<file path="config.mk">
export PLATFORM = sky130hd
export DESIGN_NAME = frac_stop_rx
export DESIGN_NICKNAME = d
export VERILOG_FILES = /design/src/rtl/frac_stop_rx_pkg.sv /design/src/rtl/fsr_tick_timer.sv /design/src/rtl/fsr_frame_ctrl.sv /design/src/rtl/fsr_hold_reg.sv /design/src/rtl/frac_stop_rx.sv
export SDC_FILE = /design/constraint.sdc
export NUM_CORES = 1
export LEC_CHECK = 0
export ABC_AREA = 1
export CAP_MARGIN = 20
export CELL_PAD_IN_SITES_DETAIL_PLACEMENT = 0
export CELL_PAD_IN_SITES_GLOBAL_PLACEMENT = 1
export CORE_UTILIZATION = 41
export CTS_CLUSTER_SIZE = 24
export DETAILED_ROUTE_END_ITERATION = 10
export HOLD_SLACK_MARGIN = 0.12
export PLACE_DENSITY_LB_ADDON = 0.1
export SLEW_MARGIN = 10
export SYNTH_ARGS = -nofsm -noshare
export SYNTH_HDL_FRONTEND = slang
export SYNTH_HIERARCHICAL = 1
export SYNTH_SLANG_ARGS = --single-unit
</file>
<file path="constraint.sdc">
create_clock -name clk -period 4.5 [get_ports clk]
set_clock_uncertainty 0.1 [all_clocks]
set_input_delay 1.35 -clock clk [delete_from_list [all_inputs] [get_ports clk]]
set_output_delay 1.35 -clock clk [all_outputs]
set_load 0.03 [all_outputs]
</file>
<file path="src/rtl/frac_stop_rx_pkg.sv">
package frac_stop_rx_pkg;

    localparam int DATA_W    = 8;
    localparam int OVS       = 16;
    localparam int CNT_W     = $clog2(OVS);
    localparam int BIT_IDX_W = $clog2(DATA_W);

    // Tick counts (minus one) for each timed interval
    localparam logic [CNT_W-1:0] START_CHECK = CNT_W'(OVS / 2 - 1);
    localparam logic [CNT_W-1:0] BIT_SPAN    = CNT_W'(OVS - 1);
    localparam logic [CNT_W-1:0] HALF_TAIL   = CNT_W'((OVS * 3) / 4 - 1);

    typedef enum logic [2:0] {
        ST_IDLE,
        ST_START,
        ST_DATA,
        ST_PAR,
        ST_STOP,
        ST_HALF
    } rx_state_e;

    typedef struct packed {
        logic [1:0] wlen;
        logic       par_en;
        logic       long_stop;
    } rx_fmt_t;

    typedef struct packed {
        logic [DATA_W-1:0] data;
        logic              frame_err;
        logic              par_err;
    } rx_char_t;

    function automatic int unsigned word_bits(input logic [1:0] wlen);
        return 5 + int'(wlen);
    endfunction

    function automatic logic half_stop_mode(input rx_fmt_t f);
        return f.long_stop && (f.wlen == 2'd0) && !f.par_en;
    endfunction

    function automatic logic [DATA_W-1:0] align_word(input logic [DATA_W-1:0] sh,
                                                     input logic [1:0] wlen);
        return sh >> (DATA_W - word_bits(wlen));
    endfunction

endpackage

</file>
<file path="src/rtl/fsr_tick_timer.sv">
module fsr_tick_timer
    import frac_stop_rx_pkg::*;
(
    input  logic             clk,
    input  logic             rst,
    input  logic             tick,
    input  logic             clr,
    output logic [CNT_W-1:0] cnt
);

    always_ff @(posedge clk) begin
        if (rst) begin
            cnt <= '0;
        end else if (clr) begin
            cnt <= '0;
        end else if (tick) begin
            cnt <= cnt + 1'b1;
        end
    end

endmodule

</file>
<file path="src/rtl/fsr_frame_ctrl.sv">
module fsr_frame_ctrl
    import frac_stop_rx_pkg::*;
(
    input  logic             clk,
    input  logic             rst,
    input  logic             tick,
    input  logic             line,
    input  logic             carrier_lost,
    input  rx_fmt_t          fmt,
    input  logic [CNT_W-1:0] cnt,
    output logic             tmr_clr,
    output logic             done,
    output rx_char_t         chr
);

    rx_state_e             st_q, st_d;
    logic [BIT_IDX_W-1:0]  bit_idx_q;
    logic [DATA_W-1:0]     shreg_q;
    logic                  par_acc_q;
    logic                  stop_ok_q;
    logic                  samp_data;
    logic                  samp_par;
    logic                  enter_start;
    logic                  enter_half;
    logic [BIT_IDX_W-1:0]  last_idx;

    assign last_idx = BIT_IDX_W'(word_bits(fmt.wlen) - 1);

    always_comb begin
        st_d        = st_q;
        tmr_clr     = 1'b0;
        done        = 1'b0;
        samp_data   = 1'b0;
        samp_par    = 1'b0;
        enter_start = 1'b0;
        enter_half  = 1'b0;
        if (carrier_lost) begin
            st_d    = ST_IDLE;
            tmr_clr = 1'b1;
        end else if (tick) begin
            case (st_q)
                ST_IDLE: begin
                    if (!line) begin
                        st_d        = ST_START;
                        tmr_clr     = 1'b1;
                        enter_start = 1'b1;
                    end
                end
                ST_START: begin
                    if (cnt == START_CHECK) begin
                        tmr_clr = 1'b1;
                        st_d    = line ? ST_IDLE : ST_DATA;
                    end
                end
                ST_DATA: begin
                    if (cnt == BIT_SPAN) begin
                        tmr_clr   = 1'b1;
                        samp_data = 1'b1;
                        if (bit_idx_q == last_idx) begin
                            st_d = fmt.par_en ? ST_PAR : ST_STOP;
                        end
                    end
                end
                ST_PAR: begin
                    if (cnt == BIT_SPAN) begin
                        tmr_clr  = 1'b1;
                        samp_par = 1'b1;
                        st_d     = ST_STOP;
                    end
                end
                ST_STOP: begin
                    if (cnt == BIT_SPAN) begin
                        tmr_clr = 1'b1;
                        if (half_stop_mode(fmt)) begin
                            st_d       = ST_HALF;
                            enter_half = 1'b1;
                        end else begin
                            st_d = ST_IDLE;
                            done = 1'b1;
                        end
                    end
                end
                ST_HALF: begin
                    if (cnt == HALF_TAIL) begin
                        tmr_clr = 1'b1;
                        st_d    = ST_IDLE;
                        done    = 1'b1;
                    end
                end
                default: begin
                    st_d    = ST_IDLE;
                    tmr_clr = 1'b1;
                end
            endcase
        end
    end

    always_ff @(posedge clk) begin
        if (rst) begin
            st_q      <= ST_IDLE;
            bit_idx_q <= '0;
            shreg_q   <= '0;
            par_acc_q <= 1'b0;
            stop_ok_q <= 1'b1;
        end else begin
            st_q <= st_d;
            if (enter_start) begin
                bit_idx_q <= '0;
                par_acc_q <= 1'b0;
            end
            if (samp_data) begin
                shreg_q   <= {line, shreg_q[DATA_W-1:1]};
                par_acc_q <= par_acc_q ^ line;
                bit_idx_q <= bit_idx_q + 1'b1;
            end
            if (samp_par) begin
                par_acc_q <= par_acc_q ^ line;
            end
            if (enter_half) begin
                stop_ok_q <= line;
            end
        end
    end

    always_comb begin
        chr.data      = align_word(shreg_q, fmt.wlen);
        chr.frame_err = (st_q == ST_HALF) ? !stop_ok_q : !line;
        chr.par_err   = fmt.par_en && par_acc_q;
    end

    AST_CARRIER_HOLDS_IDLE: assert property (@(posedge clk) disable iff (rst)
        carrier_lost |=> (st_q == ST_IDLE));

    AST_GLITCH_DROPPED: assert property (@(posedge clk) disable iff (rst)
        (st_q == ST_START && tick && !carrier_lost && cnt == START_CHECK && line)
        |=> (st_q == ST_IDLE));

    AST_HALF_ONLY_SHORT_WORD: assert property (@(posedge clk) disable iff (rst)
        (st_q == ST_HALF) |-> (fmt.wlen == 2'd0 && !fmt.par_en));

endmodule

</file>
<file path="src/rtl/fsr_hold_reg.sv">
module fsr_hold_reg
    import frac_stop_rx_pkg::*;
(
    input  logic              clk,
    input  logic              rst,
    input  logic              done,
    input  rx_char_t          chr,
    input  rx_fmt_t           fmt,
    input  logic              rd,
    input  logic              carrier_lost,
    output logic [DATA_W-1:0] data,
    output logic              full,
    output logic              irq,
    output logic              ferr,
    output logic              perr,
    output logic              ovr
);

    logic full_eff;

    assign full_eff = full && !rd;

    always_ff @(posedge clk) begin
        if (rst) begin
            data <= '0;
            full <= 1'b0;
            ferr <= 1'b0;
            perr <= 1'b0;
            ovr  <= 1'b0;
        end else begin
            if (rd) begin
                full <= 1'b0;
                ovr  <= 1'b0;
            end
            if (done) begin
                if (full_eff) begin
                    ovr <= 1'b1;
                end else begin
                    data <= chr.data;
                    ferr <= chr.frame_err;
                    perr <= chr.par_err;
                    full <= 1'b1;
                end
            end
        end
    end

    assign irq = full && !carrier_lost;

    AST_OVERRUN_KEEPS_DATA: assert property (@(posedge clk) disable iff (rst)
        (full && done && !rd) |=> ($stable(data) && ovr));

    AST_READ_CLEARS_FULL: assert property (@(posedge clk) disable iff (rst)
        (rd && !done) |=> (!full && !ovr));

    AST_UPPER_BITS_ZERO: assert property (@(posedge clk) disable iff (rst)
        $rose(full) |-> ((data >> word_bits(fmt.wlen)) == '0));

endmodule

</file>
<file path="src/rtl/frac_stop_rx.sv">
module frac_stop_rx
    import frac_stop_rx_pkg::*;
#(
    parameter int SYNC_STAGES = 2
) (
    input  logic              clk,
    input  logic              rst,
    input  logic              rx_line,
    input  logic              tick16,
    input  logic [1:0]        word_len,
    input  logic              parity_on,
    input  logic              long_stop,
    input  logic              carrier_lost,
    input  logic              data_read,
    output logic [DATA_W-1:0] rx_data,
    output logic              rx_full,
    output logic              rx_irq,
    output logic              frame_err,
    output logic              parity_err,
    output logic              overrun
);

    logic             line_s;
    logic [CNT_W-1:0] cnt;
    logic             tmr_clr;
    logic             done;
    rx_char_t         chr;
    rx_fmt_t          fmt;

    assign fmt = '{wlen: word_len, par_en: parity_on, long_stop: long_stop};

    generate
        if (SYNC_STAGES <= 1) begin : g_sync_one
            logic sync_q;
            always_ff @(posedge clk) begin
                if (rst) sync_q <= 1'b1;
                else     sync_q <= rx_line;
            end
            assign line_s = sync_q;
        end else begin : g_sync_chain
            logic [SYNC_STAGES-1:0] sync_q;
            always_ff @(posedge clk) begin
                if (rst) sync_q <= '1;
                else     sync_q <= {sync_q[SYNC_STAGES-2:0], rx_line};
            end
            assign line_s = sync_q[SYNC_STAGES-1];
        end
    endgenerate

    fsr_tick_timer u_timer (
        .clk  (clk),
        .rst  (rst),
        .tick (tick16),
        .clr  (tmr_clr),
        .cnt  (cnt)
    );

    fsr_frame_ctrl u_ctrl (
        .clk          (clk),
        .rst          (rst),
        .tick         (tick16),
        .line         (line_s),
        .carrier_lost (carrier_lost),
        .fmt          (fmt),
        .cnt          (cnt),
        .tmr_clr      (tmr_clr),
        .done         (done),
        .chr          (chr)
    );

    fsr_hold_reg u_hold (
        .clk          (clk),
        .rst          (rst),
        .done         (done),
        .chr          (chr),
        .fmt          (fmt),
        .rd           (data_read),
        .carrier_lost (carrier_lost),
        .data         (rx_data),
        .full         (rx_full),
        .irq          (rx_irq),
        .ferr         (frame_err),
        .perr         (parity_err),
        .ovr          (overrun)
    );

    AST_MARK_NO_COMPLETION: assert property (@(posedge clk) disable iff (rst)
        (line_s && $past(line_s) && !rx_full && !data_read && !tick16) |=> !rx_full);

endmodule

</file>
==> results.txt, run 1 <==
Num CTS Buffers: 5
worst path required time: 3.05 ns
Setup Crit Path Kind: primary input to output pin
YS warnings: 6
Peak Freq: 247.4 MHz
Sw Share: 24.34%
Synthesized Nets: 298
crit end category: output pin
Slew @ Worst Pin: 0.3949 ns
hold_buf cts: 0
clock group share of total power: 39.0%
EDFF count, synth: 0
Setup TNS Final: 0 ns
total grt overflow: 0
Iteration-0 DRC Markers: 73
root buffer cell: clkbuf_8
Post-CTS Setup Repair Bufs: 0
post_cts resized: 0
slowest CP cell: clkdlybuf4s50_1
dominant synthesized flop cell: dfxtp_1
final setup fails: 0
antenna-violating nets left: 0
cell count along the critical path: 3
WL met3: 93 µm
Final Hold Slack: 0.3156 ns
Detail Placement HPWL: 2833 µm
Post-synth ARST share: 0%
post-synthesis sequential area ratio: 36.91%
Diodes inserted: 0
cell-internal power: 0.0004484 W
crit path max fanout: 3
sequential share of power: 51.7%
crit path DAT: 2.59 ns
Worst-Skew Late Latency: 0.28 ns
clock net sink count: 34
Worst Hold Path EP: g_sync_chain.sync_q[1]
met2 wire len: 1789 µm
Layout area overhead: 18.86%
Rows: 24
first-pass iteration count of the detailed router: 4
Sw Pwr: 0.0001443 W
worst-case reg-to-reg path depth: 8
Post-Syn Area: 0.001844 mm²
Die Span Y: 69.07 µm
die area: 0.004771 mm²
power per cell area: 270.4 mW/mm²
Tcrit/Tclk final: 89.81%
drt total wl: 3799 µm
core area: 0.004324 mm²
Slew HR: 73.59%
Commonest cells post-synth: nand2_1, inv_1, nor2_1
FF+latch area: 680.7 µm²
post-synthesis cell type count: 27
fraction of layout cells with a size suffix above 1: 9.032%
worst-path cell chain: clkdlybuf4s50_1 -> nor2_1 -> clkdlybuf4s50_1
Critical R2R Launch: u_timer/cnt[0]
internal reg-to-reg setup slack: 2.73 ns
detailed-route wire length per cell: 10.49 µm
Yosys top cell by area: dfxtp_1
Reg clk slew, reported paths: 0.07 ns
peak supply drop: 0.0001803 V
vias in the first global route: 1665
hold path depth: 2
slowest stage delay, CP: 0.67 ns
Tmin final: 4.042 ns
routed vias/inst: 4.779
Crit path top cell by count: clkdlybuf4s50_1
Die Wd: 69.07 µm
Multi-input gate area: 939.7 µm²
met1 WL: 1852 µm
Leakage: 0.9104 nW
Ports: 23
RSZ-0062 raised after global routing: false
H-tree levels: 2
CP Launch Type: primary input
Fillers: 499
status: finished clean
clock buffer depth: 2
FF-to-FF End: u_hold/data[6]
Total Routing Usage GR: 18.17%
antenna violations before repair: 0
first-pass GRT wire length: 7044 µm
nets@finish: 322
GPL Wtd Cong: 0.8305
worst hold path class: flip-flop to flip-flop
Hold Crit Start: g_sync_chain.sync_q[0]
syn avg cell area: 6.471 µm²
CP top delay family: buffers and inverters
drt drc: 0
Final Hold Viols: 0
max-slew violation count: 0
Top Metal Used: met4
logic gate share of total power: 9.3%
top post-synthesis cells by area: dfxtp_1, nand2_1, inv_1
synthesized instance count: 285
largest net degree at the start of global routing: 23
CP Buf/Inv Count: 2
CTS tree: done
buffers added on ports: 22
count leader, synth: nand2_1
vias post-DR: 1730
total of max-cap violations: 0
Initial Util: 42.65%
post-synth top area share: 36.91%
Synth Register Bits: 34
==> final cells by class <==
class	count	area share [%]
multi-input cells	196	42.87
flip-flops and latches	34	31.05
repair buffers	24	10.73
inverters	48	8.219
clock buffers	7	3.938
well taps	52	2.968
clock inverters	1	0.2283
==> worst max path at each step <==
stage                 startpoint  endpoint  slack [ns]
floorplan           carrier_lost    rx_irq        1.29
global placement    carrier_lost    rx_irq        0.45
detailed placement  carrier_lost    rx_irq        0.45
CTS                 carrier_lost    rx_irq        0.45
global route        carrier_lost    rx_irq        0.39
finish              carrier_lost    rx_irq        0.46
==> metrics by stage <==
step                instance area [µm²]  power [W]  utilization (%)  std cells  setup WS [ns]
finish                             2192  0.0005926            50.69        362         0.4584
global route                       2192  0.0006285            50.69        362         0.3945
CTS                                2192  0.0006030            50.69        362         0.4461
detailed placement                 2101  0.0003688            48.58        354         0.4484
global placement                   2101  0.0003688            48.58        354         0.4471
floorplan                          1844  0.0003489                -        285          1.287
==> power by group through the flow <==
stage / logic (W) / clock network, W / registers (W)
finish: 0.0000550 / 0.000231 / 0.000306
global placement: 0.0000555 / 0 / 0.000313
detailed placement: 0.0000554 / 0 / 0.000313
global route: 0.0000637 / 0.000258 / 0.000307
floorplan: 0.0000364 / 0 / 0.000312
CTS: 0.0000557 / 0.000241 / 0.000306
==> metal layers <==
| layer | GRT usage [%] | vias to the layer above |
|---|---|---|
| li1 | - | 949 |
| met1 | 21.75 | 755 |
| met2 | 31.28 | 19 |
| met3 | 3.509 | 7 |
| met4 | 8.163 | 0 |
| met5 | 0 | - |
==> cells by family (layout without fill, tap and decap cells) <==
kind of cell	Yosys count	in the layout	synth area share [%]
AND/OR/NAND/NOR	138	138	33.38
AO/OA/AOI/OAI	55	55	15.27
buffers and inverters	55	80	12.41
flip-flops	34	34	36.91
adder cells (fa/ha/maj)	3	3	2.035
==> state kept, by name, summed over array words and instances (netlist names) <==
name and count:
u_hold/full 1, u_timer/cnt 4, u_ctrl/shreg_q 8, u_hold/data 8
u_ctrl/st_q 3, u_hold/ferr 1, u_ctrl/bit_idx_q 3, u_ctrl/stop_ok_q 1
g_sync_chain.sync_q 2, u_hold/ovr 1, u_ctrl/par_acc_q 1, u_hold/perr 1
==> layout by cell type, fill, tap and decap left out, drive strengths merged <==
cell / instances
clkinv: 3
nand2: 67
clkbuf: 7
nand4: 3
clkdlybuf4s50: 22
nand3: 21
nor3: 2
o31ai: 1
a31oi: 1
ha: 3
o21ai: 24
nand3b: 1
a21oi: 27
buf: 2
dfxtp: 34
inv: 46
nor2: 44
o22ai: 2
==> worst min-delay path: cells and delay by family, from the launching register on <==
kind                   cells  cell delay, ns
and+or+nand+nor            1            0.05
buffers and inverters      1            0.03
DFF                        1            0.31
Note: power is estimated with default switching activity, not from simulation.
==> run 2, diff against run 1 <==
- CORE_UTILIZATION: 41 -> 35
==> run 2 against run 1 <==
Net effect:
- wire length grew 2.9%
- clock power grew 15%
- sequential power is essentially flat
- flip-flop and latch count is the same
- cell count grew 5.0%
- sequential share of layout area shrank 0.57 points
- design area grew 1.9%
- critical endpoint unchanged
- largest power group unchanged
==> results.txt, run 2 (synthesized netlist as in run 1, its figures left out) <==
status: finished clean
worst path required time: 3.05 ns
CTS tree: done
crit end category: output pin
Num CTS Buffers: 5
Slew HR: 73.82%
commonest non-fill, non-tap cells in the layout: nand2_1, inv_1, nor2_1
Worst Hold Path EP: g_sync_chain.sync_q[1]
drt drc: 0
final setup fails: 0
RSZ-0062 raised after global routing: false
Iteration-0 DRC Markers: 51
Worst-Skew Late Latency: 0.28 ns
most common cell after layout, fill and taps aside: nand2_1
Hold Crit Start: g_sync_chain.sync_q[0]
H-tree levels: 2
power per cell area: 280.2 mW/mm²
Detail Placement HPWL: 2952 µm
Ports: 23
Critical R2R Launch: u_timer/cnt[0]
antenna violations before repair: 0
antenna-violating nets left: 0
Leakage: 0.9197 nW
CP Launch Type: primary input
Total Routing Usage GR: 16.26%
detailed-route wire length per cell: 10.29 µm
Setup Crit Path Kind: primary input to output pin
Reg clk slew, reported paths: 0.07 ns
nets@finish: 322
worst-case reg-to-reg path depth: 8
Final Hold Viols: 0
vias post-DR: 1686
hold_buf cts: 0
total grt overflow: 0
hold path depth: 2
Die Span Y: 74.59 µm
clock buffer depth: 2
Peak Freq: 246.9 MHz
root buffer cell: clkbuf_8
vias in the first global route: 1589
Final Hold Slack: 0.3123 ns
Top Registers: u_ctrl/shreg_q: 8 flops, u_hold/data: 8 flops, u_timer/cnt: 4 flops
core area: 0.005075 mm²
internal reg-to-reg setup slack: 2.71 ns
crit path max fanout: 3
drt total wl: 3910 µm
FF-to-FF End: u_hold/data[7]
max-slew violation count: 0
Fillers: 597
Tmin final: 4.049 ns
peak supply drop: 0.0001624 V
total of max-cap violations: 0
Die Wd: 74.59 µm
Setup TNS Final: 0 ns
routed vias/inst: 4.437
clock net sink count: 34
worst hold path class: flip-flop to flip-flop
buffers added on ports: 22
Finished Core Util: 44.01%
fraction of layout cells with a size suffix above 1: 9.355%
crit path DAT: 2.60 ns
die area: 0.005564 mm²
Tcrit/Tclk final: 89.99%
Initial Util: 36.34%
GPL Wtd Cong: 0.7833
first-pass GRT wire length: 6941 µm
Post-CTS Setup Repair Bufs: 0
Layout area overhead: 21.10%
largest net degree at the start of global routing: 23
first-pass iteration count of the detailed router: 4
Slew @ Worst Pin: 0.3914 ns
Rows: 26
Diodes inserted: 0
post_cts resized: 0
## run 2: cell count changes in the layout (fill, tap and decap cells not counted), sizes merged
cell	change
clkbuf	+1
clkinv	-1
## run 2: report_power, final
group / internal [W] / total [W] / switching [W]
Sequential: 0.000303 / 0.000306 / 0.00000318
Clock: 0.000155 / 0.000265 / 0.000110
Combinational: 0.0000217 / 0.0000545 / 0.0000329
## run 2: worst max-delay path, stage by stage
cell and delay, ns:
clkdlybuf4s50_1 0.46, nor2_1 0.12, clkdlybuf4s50_1 0.67
## run 2: cell type report
class	instances	area, µm²	share of cell area (%)
clock buffer	8	110.1	4.930
inverter	48	180.2	8.067
multi-input combinational	196	939.7	42.07
sequential	34	680.7	30.48
tap	70	87.58	3.922
timing repair buffer	24	235.2	10.53
## run 2: metrics by stage
stage	setup WS, ns	total power [W]	area [µm²]	cells
final	0.4506	0.0006257	2233	380
after detailed placement	0.4399	0.0003688	2123	372
after global routing	0.3970	0.0006580	2233	380
after global placement	0.4404	0.0003694	2123	372
after floorplan	1.287	0.0003489	1844	285
after CTS	0.4376	0.0006371	2233	380
## run 2: routing by layer
layer | GRT usage, % | wire length [µm] | vias to the layer above
met3 | 4.065 | 93 | 6
met1 | 20.58 | 1990 | 715
met5 | 0 | 0 | -
met2 | 27.13 | 1773 | 15
met4 | 5.031 | 53 | 0
li1 | - | - | 950
## run 2: worst max-delay path by stage
stage	slack (ns)	depth (start not counted)	from	endpoint
2_1_floorplan	1.29	1	carrier_lost	rx_irq
3_3_place_gp	0.44	3	carrier_lost	rx_irq
3_5_place_dp	0.44	3	carrier_lost	rx_irq
4_1_cts	0.44	3	carrier_lost	rx_irq
5_1_grt	0.40	3	carrier_lost	rx_irq
6_report	0.45	3	carrier_lost	rx_irq
==> run 3, diff against run 2 <==
- SYNTH_HIERARCHICAL: 1 -> default
==> run 3 against run 2 <==
Net effect:
- sequential share of layout area up 0.90 points
- largest power group unchanged
- critical path depth unchanged
- sequential power about the same
- critical path type unchanged
==> results.txt, run 3 <==
Sw Share: 24.89%
Setup TNS Final: 0 ns
Ports: 23
logic gate share of total power: 10.2%
Worst-Skew Late Latency: 0.28 ns
Fillers: 551
Detail Placement HPWL: 3037 µm
top post-synthesis cells by area: dfxtp_1, nand2_1, inv_1
Total Routing Usage GR: 16.87%
hold_buf cts: 0
Diodes inserted: 0
met1 WL: 1956 µm
antenna violations before repair: 0
peak supply drop: 0.0001677 V
worst hold path class: flip-flop to flip-flop
Num CTS Buffers: 5
vias post-DR: 1706
Setup Crit Path Kind: primary input to output pin
largest net degree at the start of global routing: 22
detailed-route wire length per cell: 10.62 µm
YS warnings: 0
max-slew violation count: 0
Reg clk slew, reported paths: 0.06 ns
dominant synthesized flop cell: dfxtp_1
sequential share of power: 53.1%
Layout area overhead: 18.93%
Die Span Y: 74.20 µm
crit path max fanout: 3
final setup fails: 0
Post-Syn Area: 0.001824 mm²
die area: 0.005505 mm²
Peak Freq: 246.1 MHz
EDFF count, synth: 0
Slew @ Worst Pin: 0.5869 ns
routed vias/inst: 4.501
antenna-violating nets left: 0
crit end category: output pin
vias in the first global route: 1590
Top Registers: u_ctrl.shreg_q: 8 flops, u_hold.data: 8 flops, u_timer.cnt: 4 flops
crit path DAT: 2.61 ns
clock buffer depth: 2
Die Wd: 74.20 µm
clock net sink count: 34
cell-internal power: 0.0004319 W
internal reg-to-reg setup slack: 2.39 ns
Synth Register Bits: 34
most common cell after layout, fill and taps aside: nand2_1
CTS tree: done
core area: 0.004880 mm²
commonest non-fill, non-tap cells in the layout: nand2_1, inv_1, nor2_1
post-synthesis sequential area ratio: 37.31%
clock group share of total power: 36.7%
H-tree levels: 2
RSZ-0062 raised after global routing: false
Leakage: 0.9313 nW
Critical Path End: rx_irq
met2 wire len: 1866 µm
syn avg cell area: 6.291 µm²
status: finished clean
count leader, synth: nand2_1
Final Hold Viols: 0
worst path required time: 3.05 ns
Initial Util: 37.38%
drt drc: 0
Tmin final: 4.064 ns
synthesized instance count: 290
fraction of layout cells with a size suffix above 1: 4.487%
Synthesized Nets: 303
Tcrit/Tclk final: 90.31%
post-synthesis cell type count: 22
Yosys top cell by area: dfxtp_1
CP Launch Type: primary input
root buffer cell: clkbuf_8
first-pass iteration count of the detailed router: 7
total of max-cap violations: 0
total grt overflow: 0
Sw Pwr: 0.0001431 W
buffers added on ports: 22
Rows: 25
Tot Pwr: 0.0005750 W
Top Metal Used: met4
Commonest cells post-synth: nand2_1, inv_1, nor2_1
FF-to-FF End: u_hold.ferr
Slew HR: 60.83%
Hold Crit Start: g_sync_chain.sync_q[0]
drt total wl: 4026 µm
crit path launch: carrier_lost
first-pass GRT wire length: 6962 µm
post-synth top area share: 37.31%
Post-synth ARST share: 0%
power per cell area: 265.0 mW/mm²
Critical R2R Launch: u_timer.cnt[1]
worst-case reg-to-reg path depth: 9
WL met3: 141 µm
post_cts resized: 0
Iteration-0 DRC Markers: 69
nets@finish: 325
Post-CTS Setup Repair Bufs: 0
GPL Wtd Cong: 0.8015
run 3: cell types whose count changed after synthesis, sizes merged, moves of 2 or more:
cell | previous run | this run
clkinv | 2 | 0
o22ai | 2 | 0
or2 | 0 | 2
clkbuf | 1 | 3
xor2 | 0 | 3
nand2 | 67 | 71
nand4 | 3 | 9
nand3 | 21 | 19
a21oi | 27 | 15
nor2 | 44 | 49
inv | 46 | 49
run 3: layout make-up:
class                   count  area, µm²  area share [%]
clock buffers               7      76.32           3.518
multi-input cells         199      917.1           42.27
inverters                  49      183.9           8.477
repair buffers             23      227.7           10.50
well taps                  67      83.83           3.864
flip-flops and latches     34      680.7           31.37
run 3: logic make-up (layout without fill, tap and decap cells):
kind of cell | count (synthesis) | in the layout | synth area share, %
and+or+nand+nor | 154 | 154 | 35.73
adders and majority gates | 3 | 3 | 2.058
AOI/OAI and AO/OA | 39 | 39 | 11.04
xor gates and xnor gates | 3 | 3 | 1.441
DFF | 34 | 34 | 37.31
buffers and inverters | 57 | 79 | 12.41
run 3: critical path: stages:
cell	delay [ns]
clkdlybuf4s50_1	0.46
nor2_1	0.13
clkdlybuf4s50_1	0.67
run 3: power groups by stage:
stage	registers, W	clock network, W	logic (W)
finish	0.000305	0.000211	0.0000585
global route	0.000305	0.000232	0.0000673
CTS	0.000305	0.000219	0.0000595
detailed placement	0.000312	0	0.0000594
global placement	0.000312	0	0.0000590
floorplan	0.000311	0	0.0000394
run 3: per-layer routing:
layer	vias up	global-route usage, %
met1	733	20.91
met4	0	5.769
met2	22	28.18
met3	5	4.607
met5	-	0
li1	946	-
run 3: worst min path at each step:
stage,end,slack (ns),cells after the start
after floorplan,g_sync_chain.sync_q[1],0.29,1
after global placement,g_sync_chain.sync_q[1],0.29,1
after detailed placement,g_sync_chain.sync_q[1],0.31,1
after CTS,g_sync_chain.sync_q[1],0.32,1
after global routing,g_sync_chain.sync_q[1],0.33,1
final,g_sync_chain.sync_q[1],0.32,1
run 3: per-stage QoR:
step,hold slack (ns),setup slack (ns),cells,util [%],instance area (µm²)
after floorplan,0.2895,1.287,290,-,1824
after detailed placement,0.3080,0.4352,372,42.90,2093
after global placement,0.2934,0.4314,372,42.90,2093
final,0.3160,0.4359,379,44.46,2170
after CTS,0.3233,0.4329,379,44.46,2170
after global routing,0.3279,0.3712,379,44.46,2170
